### config.mk
export PLATFORM = sky130hd
export DESIGN_NAME = interval_timer_pair
export DESIGN_NICKNAME = d
export VERILOG_FILES = /design/src/rtl/itimer_pkg.sv /design/src/rtl/itimer_datapath.sv /design/src/rtl/itimer_ctrl.sv /design/src/rtl/interval_timer_pair.sv
export SDC_FILE = /design/constraint.sdc
export NUM_CORES = 1
export LEC_CHECK = 0
export BUFFER_PORTS_ARGS = -buffer_cell sky130_fd_sc_hd__clkbuf_2
export CAP_MARGIN = 30
export CORE_ASPECT_RATIO = 0.9
export CORE_MARGIN = 3
export CORE_UTILIZATION = 35
export CTS_CLUSTER_SIZE = 8
export DETAILED_ROUTE_END_ITERATION = 7
export GPL_TIMING_DRIVEN = 0
export PLACE_DENSITY = 0.57
export SLEW_MARGIN = 20
export SYNTH_ARGS = -nofsm -noshare
export SYNTH_HDL_FRONTEND = slang
export SYNTH_SLANG_ARGS = --single-unit
### constraint.sdc
create_clock -name clk -period 3.9 [get_ports clk]
set_input_delay 0.39 -clock clk [delete_from_list [all_inputs] [get_ports clk]]
set_output_delay 0.39 -clock clk [all_outputs]
set_load 0.01 [all_outputs]
### src/rtl/itimer_pkg.sv
package itimer_pkg;
  localparam int NUM_TMR = 2;
  localparam int DATA_W  = 8;
  localparam int ADDR_W  = 8;

  localparam logic [ADDR_W-1:0] REG_START_A = 8'h02;
  localparam logic [ADDR_W-1:0] REG_START_B = 8'h03;
  localparam logic [ADDR_W-1:0] REG_CTRL    = 8'h04;

  localparam int BIT_CLR_ALL = 7;

  // Flag/mask bit position of timer i (A=6, B=5)
  function automatic int flagPos(input int i);
    return 6 - i;
  endfunction

  // Strobes from control to datapath
  typedef struct packed {
    logic [NUM_TMR-1:0] load;     // new start value written
    logic [NUM_TMR-1:0] restart;  // enable bit toggled
    logic [DATA_W-1:0]  value;    // write data
  } tmrStrobe_t;
endpackage

### src/rtl/itimer_datapath.sv
module itimer_datapath
  import itimer_pkg::*;
#(
  parameter int TICK_A_CLKS = 4040,
  parameter int TICK_B_CLKS = 16155
) (
  input  logic               clk,
  input  logic               rstN,
  input  tmrStrobe_t         strobe,
  input  logic [NUM_TMR-1:0] run,
  output logic [NUM_TMR-1:0] ovf
);
  for (genvar i = 0; i < NUM_TMR; i++) begin : g_tmr
    localparam int DIV = (i == 0) ? TICK_A_CLKS : TICK_B_CLKS;
    localparam int PW  = (DIV > 1) ? $clog2(DIV) : 1;
    localparam logic [PW-1:0] PRESC_LAST = PW'(DIV - 1);

    logic [DATA_W-1:0] startVal;
    logic [DATA_W-1:0] cnt;
    logic [PW-1:0]     presc;
    logic              tick;

    assign tick   = run[i] && (presc == PRESC_LAST);
    assign ovf[i] = tick && (cnt == {DATA_W{1'b1}});

    always_ff @(posedge clk or negedge rstN) begin
      if (!rstN) begin
        startVal <= '0;
        cnt      <= '0;
        presc    <= '0;
      end else if (strobe.load[i]) begin
        startVal <= strobe.value;
        cnt      <= strobe.value;
        presc    <= '0;
      end else if (strobe.restart[i]) begin
        cnt      <= startVal;
        presc    <= '0;
      end else if (run[i]) begin
        if (tick) begin
          presc <= '0;
          cnt   <= ovf[i] ? startVal : cnt + 1'b1;
        end else begin
          presc <= presc + 1'b1;
        end
      end
    end
  end
endmodule

### src/rtl/itimer_ctrl.sv
module itimer_ctrl
  import itimer_pkg::*;
(
  input  logic               clk,
  input  logic               rstN,
  input  logic               wrEn,
  input  logic [ADDR_W-1:0]  wrAddr,
  input  logic [DATA_W-1:0]  wrData,
  input  logic [NUM_TMR-1:0] ovf,
  output tmrStrobe_t         strobe,
  output logic [NUM_TMR-1:0] run,
  output logic [DATA_W-1:0]  ctrlVal,
  output logic [NUM_TMR-1:0] flags
);
  logic wrCtrl, clearAll, ctrlUpd;

  assign wrCtrl   = wrEn && (wrAddr == REG_CTRL);
  assign clearAll = wrCtrl && wrData[BIT_CLR_ALL];
  assign ctrlUpd  = wrCtrl && !wrData[BIT_CLR_ALL];

  always_comb begin
    strobe.value   = wrData;
    strobe.load[0] = wrEn && (wrAddr == REG_START_A);
    strobe.load[1] = wrEn && (wrAddr == REG_START_B);
    for (int i = 0; i < NUM_TMR; i++)
      strobe.restart[i] = ctrlUpd && (wrData[i] != ctrlVal[i]);
  end

  assign run = ctrlVal[NUM_TMR-1:0];

  always_ff @(posedge clk or negedge rstN) begin
    if (!rstN)        ctrlVal <= '0;
    else if (ctrlUpd) ctrlVal <= wrData;
  end

  for (genvar i = 0; i < NUM_TMR; i++) begin : g_flag
    localparam int FP = flagPos(i);
    logic setF, clrF;
    assign setF = ovf[i] && !ctrlVal[FP];
    assign clrF = clearAll || (ctrlUpd && wrData[FP]);

    always_ff @(posedge clk or negedge rstN) begin
      if (!rstN)     flags[i] <= 1'b0;
      else if (setF) flags[i] <= 1'b1;
      else if (clrF) flags[i] <= 1'b0;
    end
  end
endmodule

### src/rtl/interval_timer_pair.sv
module interval_timer_pair
  import itimer_pkg::*;
#(
  parameter int TICK_A_CLKS = 4040,
  parameter int TICK_B_CLKS = 16155
) (
  input  logic        clk,
  input  logic        rstN,
  input  logic        wrEn,
  input  logic [7:0]  wrAddr,
  input  logic [7:0]  wrData,
  output logic [7:0]  statusOut,
  output logic        irqOut
);
  tmrStrobe_t         strobe;
  logic [NUM_TMR-1:0] run;
  logic [NUM_TMR-1:0] ovfPulse;
  logic [NUM_TMR-1:0] flags;
  logic [DATA_W-1:0]  ctrlVal;

  itimer_ctrl u_ctrl (
    .clk     (clk),
    .rstN    (rstN),
    .wrEn    (wrEn),
    .wrAddr  (wrAddr),
    .wrData  (wrData),
    .ovf     (ovfPulse),
    .strobe  (strobe),
    .run     (run),
    .ctrlVal (ctrlVal),
    .flags   (flags)
  );

  itimer_datapath #(
    .TICK_A_CLKS (TICK_A_CLKS),
    .TICK_B_CLKS (TICK_B_CLKS)
  ) u_dp (
    .clk    (clk),
    .rstN   (rstN),
    .strobe (strobe),
    .run    (run),
    .ovf    (ovfPulse)
  );

  assign irqOut    = |flags;
  assign statusOut = {irqOut, flags[0], flags[1], 5'b0};
endmodule

==> summary.txt, run 1 <==
status = finished, final reports clean
TritonCTS clock tree = done
fin crit share = 0.613
most frequent cells in the layout = nand2_1, dfrtp_1, nor2_1
netlist area before placement = 3680 sq um
FFs w/ async S/R, synth = 1.00
R2R Path End = u_dp.g_tmr[1].cnt[0]
r2r worst-path depth = 7
EDFF count, synth = 0
area taken by multi-input logic gates = 1910 sq um
# DRC = 0
share of post-route cells with drive strength above 1 = 0.167
H-tree Lvls = 3
Worst R2R Start = u_dp.g_tmr[1].presc[7]
vias in the first global route = 3022
CP required = 4.09 ns
R2R setup slack = 1.51 ns
Die ar. = 11800 sq um
HP Start = wrData[2]
number of synthesized register bits = 64
top sig layer = met4
Final min period = 2.39 ns
WL met3 = 439 um
root buffer cell = clkbuf_16
Area Overhead vs Synth = 17.6%
ANT nets after route = 0
commonest register cell after synthesis = dfrtp_1
clock sink count = 64
Row Count = 34
worst hold path depth = 3
VDD IR max = 0.252 mV
Avg WL per Cell = 15.2 um
DRT Pass-1 Iters = 4
vias per cell = 5.39
Yosys cell types = 69
dpl hpwl = 6460 um
Fillers = 995
sequential share of the synthesized area = 0.435
via count = 3133
CTS Buffer Depth = 2
max-slew violations = 0
setup_tns = 0 ns
CTS buffer count = 9
die width = 114 um
Placed Cells = 564
pin count of the biggest net entering global routing = 44
commonest non-fill, non-tap cell in the layout = nand2_1
Arrival @ worst endpoint = 2.58 ns
Mapped Cells = 411
global-route wire length before repair = 15100 um
setup violation total in the final timing report = 0
Placer Congestion = 0.807
worst rel slew slack = 0.513
Core Region = 9950 sq um
final wirelength = 8860 um
Synth warnings = 0
Initial Utilization = 0.370
Met2 Wirelength = 4050 um
final hold vios = 0
worst skew pair latency = 0.33 ns
post-cts sizing count = 0
max cap viols = 0
Crit Path Max Fanout = 9
CP Capture Type = flop
DRT iter0 DRCs = 167
RSZ-0062 raised after global routing = false
Power Dens Cells = 400 nW/um^2
P_leak = 1.94 nW
average size of a mapped cell = 8.95 sq um
FF/Latch Area = 1600 sq um
# nets final = 474
critical path type = flop to flop
number of port buffers = 22
CTS clock-pin slew for the worst setup and hold paths = 0.06 ns
DRT met1 WL = 4280 um
post-route insts no fill = 581
Worst Hold Path EP = u_dp.g_tmr[1].startVal[2]
antenna violations before repair = 0
antenna cell count = 0
die height = 103 um
Max Clk Rate = 0.418 GHz
worst min-delay path class = input pin to flop
measured slew at the worst slew-check pin = 0.727 ns
CP startpoint kind = flop
I/O pins = 28
clock skew = 0.00706 ns
total grt overflow = 0
Total Routing Usage GR = 0.162
[area by class of cell]
| cell class | instances | area share |
|---|---|---|
| multi-input combinational | 321 | 0.442 |
| sequential | 64 | 0.370 |
| clock buffer | 12 | 0.0570 |
| tap | 126 | 0.0365 |
| timing repair buffer | 24 | 0.0347 |
| buffer | 20 | 0.0327 |
| clock inverter | 4 | 0.0177 |
| inverter | 10 | 0.00868 |
[worst max path at each step]
stage,from,cells past startpoint,to
2_1_floorplan,wrAddr[5],7,u_dp.g_tmr[1].cnt[4]
3_3_place_gp,wrAddr[5],8,u_dp.g_tmr[0].cnt[0]
3_5_place_dp,wrAddr[5],8,u_dp.g_tmr[0].cnt[0]
4_1_cts,u_dp.g_tmr[1].presc[7],7,u_dp.g_tmr[1].cnt[0]
5_1_grt,u_dp.g_tmr[1].presc[7],7,u_dp.g_tmr[1].cnt[0]
6_report,u_dp.g_tmr[1].presc[7],7,u_dp.g_tmr[1].cnt[0]
[stage by stage]
stage / hold slack (ns) / cell area [sq um] / worst slack, ns / util / total power [mW]
5_1_grt: 0.344 / 4320 / 1.40 / 0.434 / 1.80
4_1_cts: 0.332 / 4320 / 1.51 / 0.434 / 1.75
3_3_place_gp: 0.452 / 3960 / 1.31 / 0.398 / 0.863
2_1_floorplan: 0.0944 / 3690 / 1.68 / - / 0.808
3_5_place_dp: 0.348 / 3990 / 1.30 / 0.401 / 0.871
6_report: 0.332 / 4320 / 1.51 / 0.434 / 1.73
[timing repair]
item | in CTS | in global routing
hold buffers | 1 | 0
hold endpoints to repair | 4 | 0
setup buffers | 0 | 0
endpoints found under the setup margin | 0 | 0
[metal layers]
metal	vias up	GRT usage
met1	1514	0.225
li1	1553	-
met5	-	0
met3	6	0.0448
met2	60	0.252
met4	0	0.0420
[kinds of logic (layout without fill, tap and decap cells)]
group / Yosys count / count (layout) / share of synthesized area
other: 1 / 5 / 0.00102
adder cells (fa/ha/maj): 5 / 5 / 0.0170
buffers and inverters: 30 / 70 / 0.0486
multiplexers: 7 / 7 / 0.0207
XOR/XNOR: 21 / 21 / 0.0500
AND/OR/NAND/NOR: 196 / 196 / 0.278
AO/OA/AOI/OAI: 87 / 87 / 0.150
flip-flops: 64 / 64 / 0.435
[critical path, stage by stage, from the launching register on]
cell and delay (ns):
dfrtp_1 0.44, or4_1 0.52, or4_4 0.52, buf_6 0.16
o21ai_4 0.26, nor2_1 0.07, a211oi_1 0.19, a21oi_1 0.10
[state kept, by name, summed over array words and instances (netlist names)]
signal,flops
u_ctrl.ctrlVal,4
u_ctrl.flags,2
u_dp.g_tmr.cnt,16
u_dp.g_tmr.presc,26
u_dp.g_tmr.startVal,16
[cell usage after synthesis, types with 3 or more instances]
master	instances	area, sq um
a21oi_1	20	100
a31oi_1	8	50.1
and3_1	11	68.8
and4_1	4	35.0
buf_2	4	20.0
buf_4	7	52.6
clkbuf_1	5	18.8
dfrtp_1	64	1600
ha_1	5	62.6
inv_1	10	37.5
mux2_2	5	56.3
nand2_1	69	259
nand2b_1	3	18.8
nand3_1	16	80.1
nand3b_1	3	22.5
nand4_1	7	43.8
nor2_1	36	135
nor3_1	8	40.0
nor4_1	9	56.3
o211ai_1	3	22.5
o21ai_0	29	145
o22ai_1	3	18.8
or3_1	4	25.0
or4_1	3	22.5
xnor2_1	19	166
[power breakdown]
group          switching, mW  total, mW  internal, mW  leakage, nW
Sequential            0.0327      0.730         0.697        0.865
Clock                  0.293      0.872         0.580        0.153
Combinational         0.0733      0.128        0.0551        0.926
Total                  0.399       1.73          1.33         1.94
Note: power is estimated with default switching activity, not from simulation.
==> run 2: changes to the inputs <==
Settings changed: PLACE_DENSITY 0.57 to 0.59.
Clock period 3.9 ns to 1.9 ns, I/O delays scaled along.
==> summary.txt, run 2 (same netlist as run 1, synthesis figures left out) <==
number of flip-flops in the largest register = 26 (unchanged)
Total Routing Usage GR = 0.169 (was 0.162)
die height = 103 um (unchanged)
max cap viols = 0 (unchanged)
root buffer cell = clkbuf_16 (unchanged)
failing checks = negative setup slack
Worst R2R Start = u_dp.g_tmr[1].presc[6] (was u_dp.g_tmr[1].presc[7])
final wirelength = 9500 um (was 8860 um)
worst rel slew slack = 0.565 (was 0.513)
share of post-route cells with drive strength above 1 = 0.228 (was 0.167)
# DRC = 0 (unchanged)
Crit Path Max Fanout = 5 (was 9)
Placer Congestion = 0.824 (was 0.807)
Met2 Wirelength = 4470 um (was 4050 um)
RSZ-0062 raised after global routing = true (was false)
CP required = 2.09 ns (was 4.09 ns)
pin count of the biggest net entering global routing = 51 (was 44)
global-route wire length before repair = 15700 um (was 15100 um)
top flop regs = u_dp.g_tmr.presc x26, u_dp.g_tmr.cnt x16, u_dp.g_tmr.startVal x16 (unchanged)
final hold vios = 0 (unchanged)
worst hold path depth = 3 (unchanged)
commonest non-fill, non-tap cell in the layout = nand2_1 (unchanged)
TritonCTS clock tree = done (unchanged)
Crit. Startpoint = u_dp.g_tmr[1].presc[6] (was u_dp.g_tmr[1].presc[7])
CTS buffer count = 9 (unchanged)
r2r worst-path depth = 6 (was 7)
status = finished, violations left (was finished, final reports clean)
Area Overhead vs Synth = 21.9% (was 17.6%)
most frequent cells in the layout = nand2_1, dfrtp_1, nor2_1 (unchanged)
Min Hold Slack = 0.141 ns (was 0.332 ns)
measured slew at the worst slew-check pin = 0.649 ns (was 0.727 ns)
DRT iter0 DRCs = 201 (was 167)
worst skew pair latency = 0.33 ns (about the same)
I/O pins = 28 (unchanged)
HP Start = wrData[2] (unchanged)
Core Region = 9950 sq um (unchanged)
worst min-delay path class = input pin to flop (unchanged)
antenna violations before repair = 0 (unchanged)
via count = 3252 (was 3133)
vias in the first global route = 3068 (was 3022)
P_leak = 1.97 nW (was 1.94 nW)
clock skew = 0.00539 ns (was 0.00706 ns)
ANT nets after route = 0 (unchanged)
total grt overflow = 0 (unchanged)
WL met3 = 386 um (was 439 um)
clock sink count = 64 (unchanged)
fin util = 0.450 (was 0.434)
critical path type = flop to flop (unchanged)
antenna cell count = 0 (unchanged)
dpl hpwl = 6590 um (was 6460 um)
Arrival @ worst endpoint = 2.33 ns (was 2.58 ns)
Max Clk Rate = 0.467 GHz (was 0.418 GHz)
CP Capture Type = flop (unchanged)
Final Power = 3.31 mW (was 1.73 mW)
CTS clock-pin slew for the worst setup and hold paths = 0.05 ns (was 0.06 ns)
Initial Utilization = 0.370 (unchanged)
Avg WL per Cell = 16.1 um (was 15.2 um)
VDD IR max = 0.424 mV (was 0.252 mV)
fin crit share = 1.13 (was 0.613)
Power Dens Cells = 739 nW/um^2 (was 400 nW/um^2)
DRT Pass-1 Iters = 4 (unchanged)
max-slew violations = 0 (unchanged)
CTS Buffer Depth = 2 (unchanged)
die width = 114 um (unchanged)
H-tree Lvls = 3 (unchanged)
Final min period = 2.14 ns (was 2.39 ns)
Row Count = 34 (unchanged)
top sig layer = met4 (unchanged)
DRT met1 WL = 4510 um (was 4280 um)
setup violation total in the final timing report = 21 (was 0)
CP startpoint kind = flop (unchanged)
number of port buffers = 22 (unchanged)
Die ar. = 11800 sq um (unchanged)
Reg with most FFs = u_dp.g_tmr.presc (unchanged)
vias per cell = 5.50 (was 5.39)
post-route setup slack = -0.239 ns (was 1.51 ns)
# nets final = 484 (was 474)
run 2: changes by cell type in the layout (fill, tap and decap cells not counted), moves of 3 or more:
cell     delta
buf_4      +10
o21ai_0     -6
o21ai_1     +5
a21oi_1     -3
and3_1      -3
or4_4       +3
run 2: worst paths after layout:
path / end / slack [ns]
max in group asynchronous: u_dp.g_tmr[0].presc[0] / 1.06
min in group asynchronous: u_dp.g_tmr[1].startVal[0] / 0.29
hold reg to reg: u_ctrl.flags[1] / 0.45
hold / removal: u_dp.g_tmr[1].startVal[2] / 0.14
setup reg to reg: u_dp.g_tmr[1].cnt[7] / -0.24
setup / recovery: u_dp.g_tmr[1].cnt[7] / -0.24
run 2: area by class of cell:
| class | instances | area (sq um) |
|---|---|---|
| tap | 126 | 158 |
| inverter | 10 | 37.5 |
| multi-input combinational | 322 | 2040 |
| buffer | 18 | 140 |
| sequential | 64 | 1600 |
| clock inverter | 3 | 17.5 |
| timing repair buffer | 35 | 240 |
| clock buffer | 13 | 250 |
| fill | 956 | 5470 |
run 2: power by group:
part	internal [mW]	switching, mW	leakage [nW]
Sequential	1.43	0.0699	0.862
Combinational	0.137	0.167	0.983
Clock	0.914	0.592	0.130
run 2: repair_timing:
item / in CTS / in global routing
buffers inserted: 8 / 3
endpoints found under the setup margin: 38 / 41
endpoints found under the hold margin: 14 / 0
cloned: 1 / 0
pin swaps: 4 / 3
resized for setup: 18 / 17
hold buffers: 1 / 0
run 2: critical path: stages, from the launching register on:
cell and delay [ns]:
dfrtp_1 0.38, or4_4 0.54, or4_4 0.50, nand2b_4 0.19
a32oi_1 0.17, and3_1 0.18, a211oi_2 0.04
run 2: metal layers:
metal	vias to the layer above	GRT usage
met5	-	0
met4	0	0.0557
met3	14	0.0413
met2	79	0.272
met1	1586	0.225
li1	1573	-
run 2: through the flow:
stage | instance area [sq um] | instances | setup TNS, ns | setup WS (ns)
floorplan | 3710 | 415 | -0.840 | -0.191
global placement | 3980 | 563 | -12.28 | -0.516
detailed placement | 4010 | 564 | -12.55 | -0.444
CTS | 4400 | 588 | -2.14 | -0.223
global route | 4480 | 591 | -3.81 | -0.310
finish | 4480 | 591 | -2.49 | -0.239
